===== src/rtl/cfgw_pkg.sv =====
package cfgw_pkg;
  typedef enum logic [1:0] {
    PH_IDLE,
    PH_BITS,
    PH_ACK,
    PH_SKIP
  } phase_t;
endpackage


===== src/rtl/cfgw_sampler.sv =====
module cfgw_sampler #(
  parameter int SYNC_STAGES = 2
) (
  input  logic clk,
  input  logic rst,
  input  logic scl_i,
  input  logic sda_i,
  output logic sda_lvl,
  output logic scl_rise,
  output logic scl_fall,
  output logic start_evt,
  output logic stop_evt
);
  // bit 1 = SCL, bit 0 = SDA; last entry is the history stage
  logic [1:0] pipe [SYNC_STAGES+1];
  logic [1:0] now_s, prev_s;

  always_ff @(posedge clk) begin
    if (rst) begin
      for (int i = 0; i <= SYNC_STAGES; i++) pipe[i] <= 2'b11;
    end else begin
      pipe[0] <= {scl_i, sda_i};
      for (int i = 1; i <= SYNC_STAGES; i++) pipe[i] <= pipe[i-1];
    end
  end

  assign now_s     = pipe[SYNC_STAGES-1];
  assign prev_s    = pipe[SYNC_STAGES];
  assign sda_lvl   = now_s[0];
  assign scl_rise  = now_s[1] && !prev_s[1];
  assign scl_fall  = !now_s[1] && prev_s[1];
  assign start_evt = now_s[1] && prev_s[1] && prev_s[0] && !now_s[0];
  assign stop_evt  = now_s[1] && prev_s[1] && !prev_s[0] && now_s[0];
endmodule


===== src/rtl/cfgw_xfer.sv =====
module cfgw_xfer
  import cfgw_pkg::*;
#(
  parameter logic [6:0] DEV_ADDR = 7'h69,
  parameter logic [7:0] CMD_CODE = 8'h00,
  parameter int NREG    = 32,
  parameter int MAX_CNT = 32,
  localparam int AW = $clog2(NREG),
  localparam int CW = $clog2(MAX_CNT + 2)
) (
  input  logic          clk,
  input  logic          rst,
  input  logic          pdn_i,
  input  logic          sda_lvl,
  input  logic          scl_rise,
  input  logic          scl_fall,
  input  logic          start_evt,
  input  logic          stop_evt,
  output logic          sda_oe_o,
  output logic          we_o,
  output logic [AW-1:0] waddr_o,
  output logic [7:0]    wdata_o
);
  phase_t        phase;
  logic [3:0]    bit_cnt;
  logic [1:0]    hdr_idx;   // 0 address, 1 command, 2 length, 3 payload
  logic [CW-1:0] data_idx;
  logic [7:0]    shreg;
  logic [7:0]    cnt_q;
  logic          cmd_ok;
  logic          store_ok;

  assign store_ok = cmd_ok && (cnt_q != 8'd0) && (int'(cnt_q) <= MAX_CNT)
                    && (int'(data_idx) < int'(cnt_q)) && (int'(data_idx) < NREG);

  always_ff @(posedge clk) begin
    if (rst || pdn_i) begin
      phase    <= PH_IDLE;
      sda_oe_o <= 1'b0;
      we_o     <= 1'b0;
      bit_cnt  <= 4'd0;
      hdr_idx  <= 2'd0;
      data_idx <= '0;
      shreg    <= 8'd0;
      cnt_q    <= 8'd0;
      cmd_ok   <= 1'b0;
      waddr_o  <= '0;
      wdata_o  <= 8'd0;
    end else begin
      we_o <= 1'b0;
      if (stop_evt) begin
        phase    <= PH_IDLE;
        sda_oe_o <= 1'b0;
      end else if (start_evt) begin
        phase    <= PH_BITS;
        sda_oe_o <= 1'b0;
        bit_cnt  <= 4'd0;
        hdr_idx  <= 2'd0;
        data_idx <= '0;
        cnt_q    <= 8'd0;
        cmd_ok   <= 1'b0;
      end else begin
        case (phase)
          PH_BITS: begin
            if (scl_rise && bit_cnt < 4'd8) begin
              shreg   <= {shreg[6:0], sda_lvl};
              bit_cnt <= bit_cnt + 4'd1;
            end else if (scl_fall && bit_cnt == 4'd8) begin
              if (hdr_idx == 2'd0 && !(shreg[7:1] == DEV_ADDR && !shreg[0])) begin
                phase <= PH_SKIP;
              end else begin
                phase    <= PH_ACK;
                sda_oe_o <= 1'b1;
              end
              if (hdr_idx == 2'd1) cmd_ok <= (shreg == CMD_CODE);
              if (hdr_idx == 2'd2) cnt_q <= shreg;
              if (hdr_idx == 2'd3 && store_ok) begin
                we_o    <= 1'b1;
                waddr_o <= AW'(data_idx);
                wdata_o <= shreg;
              end
            end
          end
          PH_ACK: begin
            if (scl_fall) begin
              sda_oe_o <= 1'b0;
              phase    <= PH_BITS;
              bit_cnt  <= 4'd0;
              if (hdr_idx != 2'd3) hdr_idx <= hdr_idx + 2'd1;
              else if (data_idx != CW'(MAX_CNT + 1)) data_idx <= data_idx + CW'(1);
            end
          end
          default: ;
        endcase
      end
    end
  end

  // a start condition opens a fresh address byte
  a_r1_start_opens_addr: assert property (@(posedge clk) disable iff (rst || pdn_i)
    start_evt |=> (phase == PH_BITS && bit_cnt == 4'd0 && hdr_idx == 2'd0));

  // the acknowledge is held through the SCL high phase of the ninth clock
  a_r3_ack_held_on_rise: assert property (@(posedge clk) disable iff (rst)
    (sda_oe_o && scl_rise && !start_evt && !stop_evt && !pdn_i) |=> sda_oe_o);

  // a stop returns the target to idle and releases SDA
  a_r6_stop_to_idle: assert property (@(posedge clk) disable iff (rst)
    stop_evt |=> (phase == PH_IDLE && !sda_oe_o));

  // power-down keeps the bus and the bank untouched
  a_r7_pdn_quiet: assert property (@(posedge clk) disable iff (rst)
    pdn_i |=> (!sda_oe_o && !we_o));
endmodule


===== src/rtl/cfgw_bank.sv =====
module cfgw_bank #(
  parameter int NREG = 32,
  parameter int DW   = 8,
  localparam int AW  = $clog2(NREG)
) (
  input  logic               clk,
  input  logic               rst,
  input  logic               we_i,
  input  logic [AW-1:0]      waddr_i,
  input  logic [DW-1:0]      wdata_i,
  output logic [NREG*DW-1:0] cfg_o
);
  logic [DW-1:0] mem [NREG];

  always_ff @(posedge clk) begin
    if (rst) begin
      for (int i = 0; i < NREG; i++) mem[i] <= '0;
    end else if (we_i) begin
      mem[waddr_i] <= wdata_i;
    end
  end

  for (genvar g = 0; g < NREG; g++) begin : g_out
    assign cfg_o[g*DW +: DW] = mem[g];
  end

  // the control side never writes outside the bank
  a_r5_addr_in_range: assert property (@(posedge clk) disable iff (rst)
    we_i |-> (int'(waddr_i) < NREG));

  // without a write strobe the bank holds every value
  a_r7_hold_without_write: assert property (@(posedge clk) disable iff (rst)
    !we_i |=> $stable(cfg_o));
endmodule


===== src/rtl/cfg_blkwr_slave.sv =====
module cfg_blkwr_slave #(
  parameter logic [6:0] DEV_ADDR    = 7'h69,
  parameter logic [7:0] CMD_CODE    = 8'h00,
  parameter int         NREG        = 32,
  parameter int         MAX_CNT     = 32,
  parameter int         SYNC_STAGES = 2,
  localparam int        AW          = $clog2(NREG)
) (
  input  logic              clk,
  input  logic              rst,
  input  logic              pdn_i,
  input  logic              scl_i,
  input  logic              sda_i,
  output logic              sda_oe_o,
  output logic [NREG*8-1:0] cfg_o
);
  logic          sda_lvl, scl_rise, scl_fall, start_evt, stop_evt;
  logic          we;
  logic [AW-1:0] waddr;
  logic [7:0]    wdata;

  cfgw_sampler #(.SYNC_STAGES(SYNC_STAGES)) sampler_i (
    .clk(clk), .rst(rst), .scl_i(scl_i), .sda_i(sda_i),
    .sda_lvl(sda_lvl), .scl_rise(scl_rise), .scl_fall(scl_fall),
    .start_evt(start_evt), .stop_evt(stop_evt)
  );

  cfgw_xfer #(
    .DEV_ADDR(DEV_ADDR), .CMD_CODE(CMD_CODE), .NREG(NREG), .MAX_CNT(MAX_CNT)
  ) xfer_i (
    .clk(clk), .rst(rst), .pdn_i(pdn_i), .sda_lvl(sda_lvl),
    .scl_rise(scl_rise), .scl_fall(scl_fall),
    .start_evt(start_evt), .stop_evt(stop_evt),
    .sda_oe_o(sda_oe_o), .we_o(we), .waddr_o(waddr), .wdata_o(wdata)
  );

  cfgw_bank #(.NREG(NREG), .DW(8)) bank_i (
    .clk(clk), .rst(rst), .we_i(we), .waddr_i(waddr), .wdata_i(wdata),
    .cfg_o(cfg_o)
  );
endmodule


===== config.mk =====
export PLATFORM = sky130hd
export DESIGN_NAME = cfg_blkwr_slave
export DESIGN_NICKNAME = d
export VERILOG_FILES = /design/src/rtl/cfgw_pkg.sv /design/src/rtl/cfgw_sampler.sv /design/src/rtl/cfgw_xfer.sv /design/src/rtl/cfgw_bank.sv /design/src/rtl/cfg_blkwr_slave.sv
export SDC_FILE = /design/constraint.sdc
export NUM_CORES = 1
export LEC_CHECK = 0
export BUFFER_PORTS_ARGS = -buffer_cell sky130_fd_sc_hd__buf_2
export CAP_MARGIN = 20
export CORE_ASPECT_RATIO = 0.9
export CORE_MARGIN = 1.5
export CORE_UTILIZATION = 45
export DETAILED_ROUTE_END_ITERATION = 8
export PLACE_DENSITY_LB_ADDON = 0.3
export SLEW_MARGIN = 20
export SYNTH_ARGS = -nofsm -noshare
export SYNTH_HDL_FRONTEND = slang
export SYNTH_SLANG_ARGS = --single-unit
export TNS_END_PERCENT = 100

===== constraint.sdc =====
create_clock -name clk -period 6.1 [get_ports clk]
set_clock_uncertainty 0.1 [all_clocks]
set_input_delay 0.915 -clock clk [delete_from_list [all_inputs] [get_ports clk]]
set_output_delay 0.915 -clock clk [all_outputs]
set_load 0.01 [all_outputs]

; ---- Word level (Yosys, flattened, before mapping)
; Memories as Yosys holds them, arrays and structs flattened.
; Cells that the tools add are included.
[op_classes]
n_lt_le_gt_ge = 4
reduce_logical = 50
add_sub_neg = 3
n_eq_ne = 19
mux = 47
n_bitwise = 8
[ops]
columns = cell, count
row1 = $mux W8, 6
row2 = $mux W6, 5
row3 = $mux W2, 10
row4 = $reduce_and A4 Y1, 5
row5 = $reduce_and A5 Y1, 4
row6 = $mux W1, 19
row7 = $reduce_bool A2 Y1, 9
row8 = $logic_and A1 B1 Y1, 16
row9 = $mux W4, 3
row10 = $ne A2 B2 Y1 const B, 5
row11 = $ne A3 B2 Y1 const B, 3
row12 = $le A8 B6 Y1 const B, 1
row13 = $logic_not A8 Y1, 1
row14 = $lt A6 B8 Y1, 1
row15 = $pmux W4 S2, 1
row16 = $reduce_bool A8 Y1, 1
row17 = $reduce_or A8 Y1, 1
row18 = $eq A7 B7 Y1 const B, 1
row19 = $add A6 B1 Y6 const B, 1
row20 = $eq A2 B2 Y1 const B, 3
row21 = $logic_not A1 Y1, 6
row22 = $lt A6 B6 Y1 const B, 1
row23 = $ne A6 B6 Y1 const B, 1
row24 = $reduce_and A6 Y1, 1
row25 = other kinds (18), 26
[totals]
memories = 2
mem_bits_rw = 262
out_inout_bits = 257
register_bits = 46
input_bits = 5
[mem_list]
columns = memory, words, width, rd, rd_ports_with_merged_regs, wr, line_no
row1 = bank_i.mem, 32, 8, 32, 0, 32, cfgw_bank.sv:13  ; logic [DW-1:0] mem [NREG];
row2 = sampler_i.pipe, 3, 2, 3, 0, 3, cfgw_sampler.sv:15  ; logic [1:0] pipe [SYNC_STAGES+1];

; ---- Depth between registers and ports, before layout
[depth]
depth_word = 9
mapped_depth = 8
ltp_nobuf = 7

; ---- Hierarchy
; A second synthesis with hierarchy kept.
[hier_totals]
cells_unflattened = 919
area_unflattened_um2 = 12643.4
[by_module_without_submodules]
columns = mod, seq_area_each_um2, n_inst, cells_per_inst, area_per_inst_um2
row1 = cfgw_bank, 7687.4, 1, 656, 10134.7
row2 = cfgw_xfer, 920.9, 1, 247, 2318.5
row3 = cfgw_sampler, 120.1, 1, 16, 190.2

; ---- Worst setup path after synthesis
; Ideal clock, no wire load.
[synth_path]
path_type = input to register
startpoint = input port rst
endpoint = memory bank_i.mem[24][0] (enable)
arrival_time_ns = 1.998
path_stages = 5
setup_slack_ns = 3.693
t_required_ns = 5.691
path_buffers = 1
setup_ns = 0.309
path_cell_list = nand2b_1 -> or3_1 -> clkbuf_1 -> nor2_1 -> or2_2
[synth_lines]
columns = element, line_no
row1 = start: declaration, cfg_blkwr_slave.sv:10  ; input logic rst,
row2 = end: declaration, cfgw_bank.sv:13

==> results by group <==
Status
  – Status: finished clean

Clock tree
  – CTS root buf: clkbuf_16
  – Worst-path clk slew: 60 ps
  – Clock latency on the worst-skew pair: 560 ps
  – CTS buffer count: 31
  – Post-CTS setup buffer count: 0
  – H-tree levels: 1
  – Clk buf depth: 3
  – Post_cts resized: 0
  – Clock Sinks: 308
  – # hold bufs at CTS: 0
  – CTS tree: done

Synth
  – Async SR Flop Fraction: 0%
  – Synth Area per Inst: 13.7 µm²
  – Synthesized flop and latch total: 308
  – Net count after synthesis: 913
  – Mapped cell area: 12,200 µm²
  – EDFF count, synth: 256
  – Synth Instances: 895
  – Prevailing post-synth register cell: edfxtp_1
  – Sequential share of the synthesized area: 71.4%
  – Ys Warns: 0
  – Post-synthesis cell type count: 44

Setup path
  – Critical Path AT: 2740 ps
  – Crit path max-delay family: simple AND/OR/NAND/NOR gates
  – Critical path required time: 6260 ps
  – Critical path class: in -> reg
  – Crit end category: flip-flop
  – CP max stage delay: 560 ps
  – CP bufs+invs: 1
  – Crit-path cells: buf_2, nor2b_1, nand3_1, nor2_1, or2_2
  – Slowest-stage cell, CP: nor2_1
  – Crit path max fanout: 17
  – CP Launch Type: primary input

GRT
  – GRT met2 Usage: 34.5%
  – Total grt overflow: 0
  – Initial antenna violation count: 1
  – Tot GR Track Use: 20.9%
  – Number of global-route vias before repair: 7,398
  – Met1 Use GR: 28.6%
  – First-pass GRT wire length: 44,200 µm
  – Busiest grt layer: met2
  – Largest net degree at the start of global routing: 35
  – GR Util met3: 3.94%

Route
  – Pre-antenna DRT Iters: 5
  – Remaining DRCs: 0
  – Via count: 7,803
  – Post-route ant nets: 0
  – Routed wire length: 30,100 µm
  – WL/cell: 19.6 µm
  – 1st-iter DRT viols: 689
  – Routed vias/inst: 5.07

Die
  – Starting Density: 45.5%
  – Die width: 177 µm
  – IO Count: 262
  – Core box area: 26,900 µm²
  – Area of the die: 28,200 µm²
  – Die height: 159 µm
  – FP Rows: 57

Power and ir drop
  – PnR Total Power: 4.47 mW
  – VDD IR max: 0.199 mV
  – Power per standard cell area: 300 nW/µm²
  – LEAKAGE: 5.67 nW

STA
  – Final max-slew violation count: 0
  – Post-layout min period: 2590 ps
  – Final Hold Viols: 0
  – Unrepaired setup endpoints after global routing: no
  – Setup_tns: 0 ps
  – FMAX: 387 MHz
  – Slew headroom: 38.9%
  – Final setup vio count: 0
  – Tcrit/Tclk final: 42.4%
  – Least-Margin Pin Slew: 914 ps

Flow run
  – Max Cap Viol: 0

Cells and area
  – Nets: 1,177
  – Layout cell share with drive strength beyond 1: 30.5%
  – Layout area overhead: 21.8%
  – Inserted Diodes: 0

Placement
  – Gpl congestion: 0.810
  – PortBufs: 261
  – Hpwl dp: 20,000 µm

Worst hold path
  – Hold Crit Class: reg -> reg
state kept, by name (all words and copies together), names as in the netlist, 4 cells and up:
signal / count
bank_i.mem: 256
sampler_i.pipe: 6
xfer_i.bit_cnt: 4
xfer_i.cnt_q: 8
xfer_i.data_idx: 6
xfer_i.shreg: 8
xfer_i.waddr_o: 5
xfer_i.wdata_o: 8
synthesized netlist by cell type, types with 3 or more instances:
cell        n  area [µm²]
a211oi_1    3        22.5
a21oi_1    22         110
and2_1    257        1610
clkbuf_1   38         143
dfxtp_1    52        1040
edfxtp_1  256        7690
ha_1       13         163
inv_1      12        45.0
mux2i_1    19         190
nand2_1    51         191
nand2b_1    5        31.3
nand3_1    25         125
nand3b_1    6        45.0
nor2_1     49         184
nor2b_1     3        18.8
o21ai_0     5        25.0
or2_2      39         244
xnor2_1     6        52.6
worst paths after layout:
check / slack (ps) / cells after the start / startpoint / to
min: 310 / 1 / sampler_i.pipe[0][0]$_SDFF_PP1_ / sampler_i.pipe[0][2]$_SDFF_PP1_
min reg2reg: 310 / 1 / sampler_i.pipe[0][0]$_SDFF_PP1_ / sampler_i.pipe[0][2]$_SDFF_PP1_
max: 3510 / 5 / rst / bank_i.mem[3][1]$_SDFFCE_PN0P_
max reg2reg: 3610 / 5 / xfer_i.data_idx[1]$_SDFFE_PP0P_ / xfer_i.waddr_o[0]$_SDFFE_PP0P_
layer usage:
layer  vias to the layer above  wire [µm]
met1                      3792      12700
met4                         0        723
met2                       349      14200
met5                         -          0
li1                       3608          -
met3                        54       2530
cells in the final DEF, fill, tap and decap left out, types with 2 or more instances in the layout:
master      Yosys  final
a211oi_1        3      3
a21o_1          2      2
a21oi_1        22     22
and2_1        257    257
and4_1          2      2
buf_2           0    261
buf_4           0     10
bufinv_16       0      4
clkbuf_1       38     11
clkbuf_16       0     31
clkinv_1        0      3
clkinv_2        0      6
clkinvlp_4      0      2
dfxtp_1        52     52
edfxtp_1      256    256
ha_1           13     13
inv_1          12     12
mux2i_1        19     19
nand2_1        51     51
nand2b_1        5      5
nand3_1        25     25
nand3b_1        6      6
nand4b_1        2      2
nor2_1         49     49
nor2b_1         3      3
nor3b_1         2      2
o21ai_0         5      5
o21ai_1         2      2
or2_2          39     39
or3_1           2      2
or3b_1          2      2
or4_1           2      2
xnor2_1         6      6
stage by stage:
step	worst slack (ps)	area (µm²)	instances	util, %	hold WS (ps)
floorplan	3690	12200	895	-	289
global placement	2960	13900	1480	51.7	291
detailed placement	2920	13900	1480	51.7	296
CTS	3480	14900	1538	55.4	310
global route	3400	14900	1538	55.4	322
finish	3510	14900	1538	55.4	309
power breakdown:
| part | leakage, nW | switching [mW] | internal [mW] | total (mW) |
|---|---|---|---|---|
| Clock | 0.485 | 0.763 | 1.11 | 1.87 |
| Combinational | 2.34 | 0.132 | 0.0713 | 0.203 |
| Sequential | 2.85 | 0.0369 | 2.36 | 2.40 |
| Total | 5.67 | 0.931 | 3.54 | 4.47 |
area by class of cell:
| type | count | area (µm²) |
|---|---|---|
| fill | 2231 | 12000 |
| sequential | 308 | 8730 |
| multi-input combinational | 535 | 3290 |
| timing repair buffer | 271 | 1380 |
| clock buffer | 42 | 817 |
| tap | 354 | 443 |
| clock inverter | 16 | 185 |
| inverter | 12 | 45.0 |
cell families after synthesis:
logic type | count (synthesis) | share of synthesized area, %
AO/OA/AOI/OAI | 41 | 2.09
XOR/XNOR | 6 | 0.430
adder cells (fa/ha/maj) | 13 | 1.33
buffers and inverters | 52 | 1.69
flip-flops | 308 | 71.4
multiplexers | 19 | 1.56
AND/OR/NAND/NOR | 456 | 21.5
(Power assumes the default switching activity.)
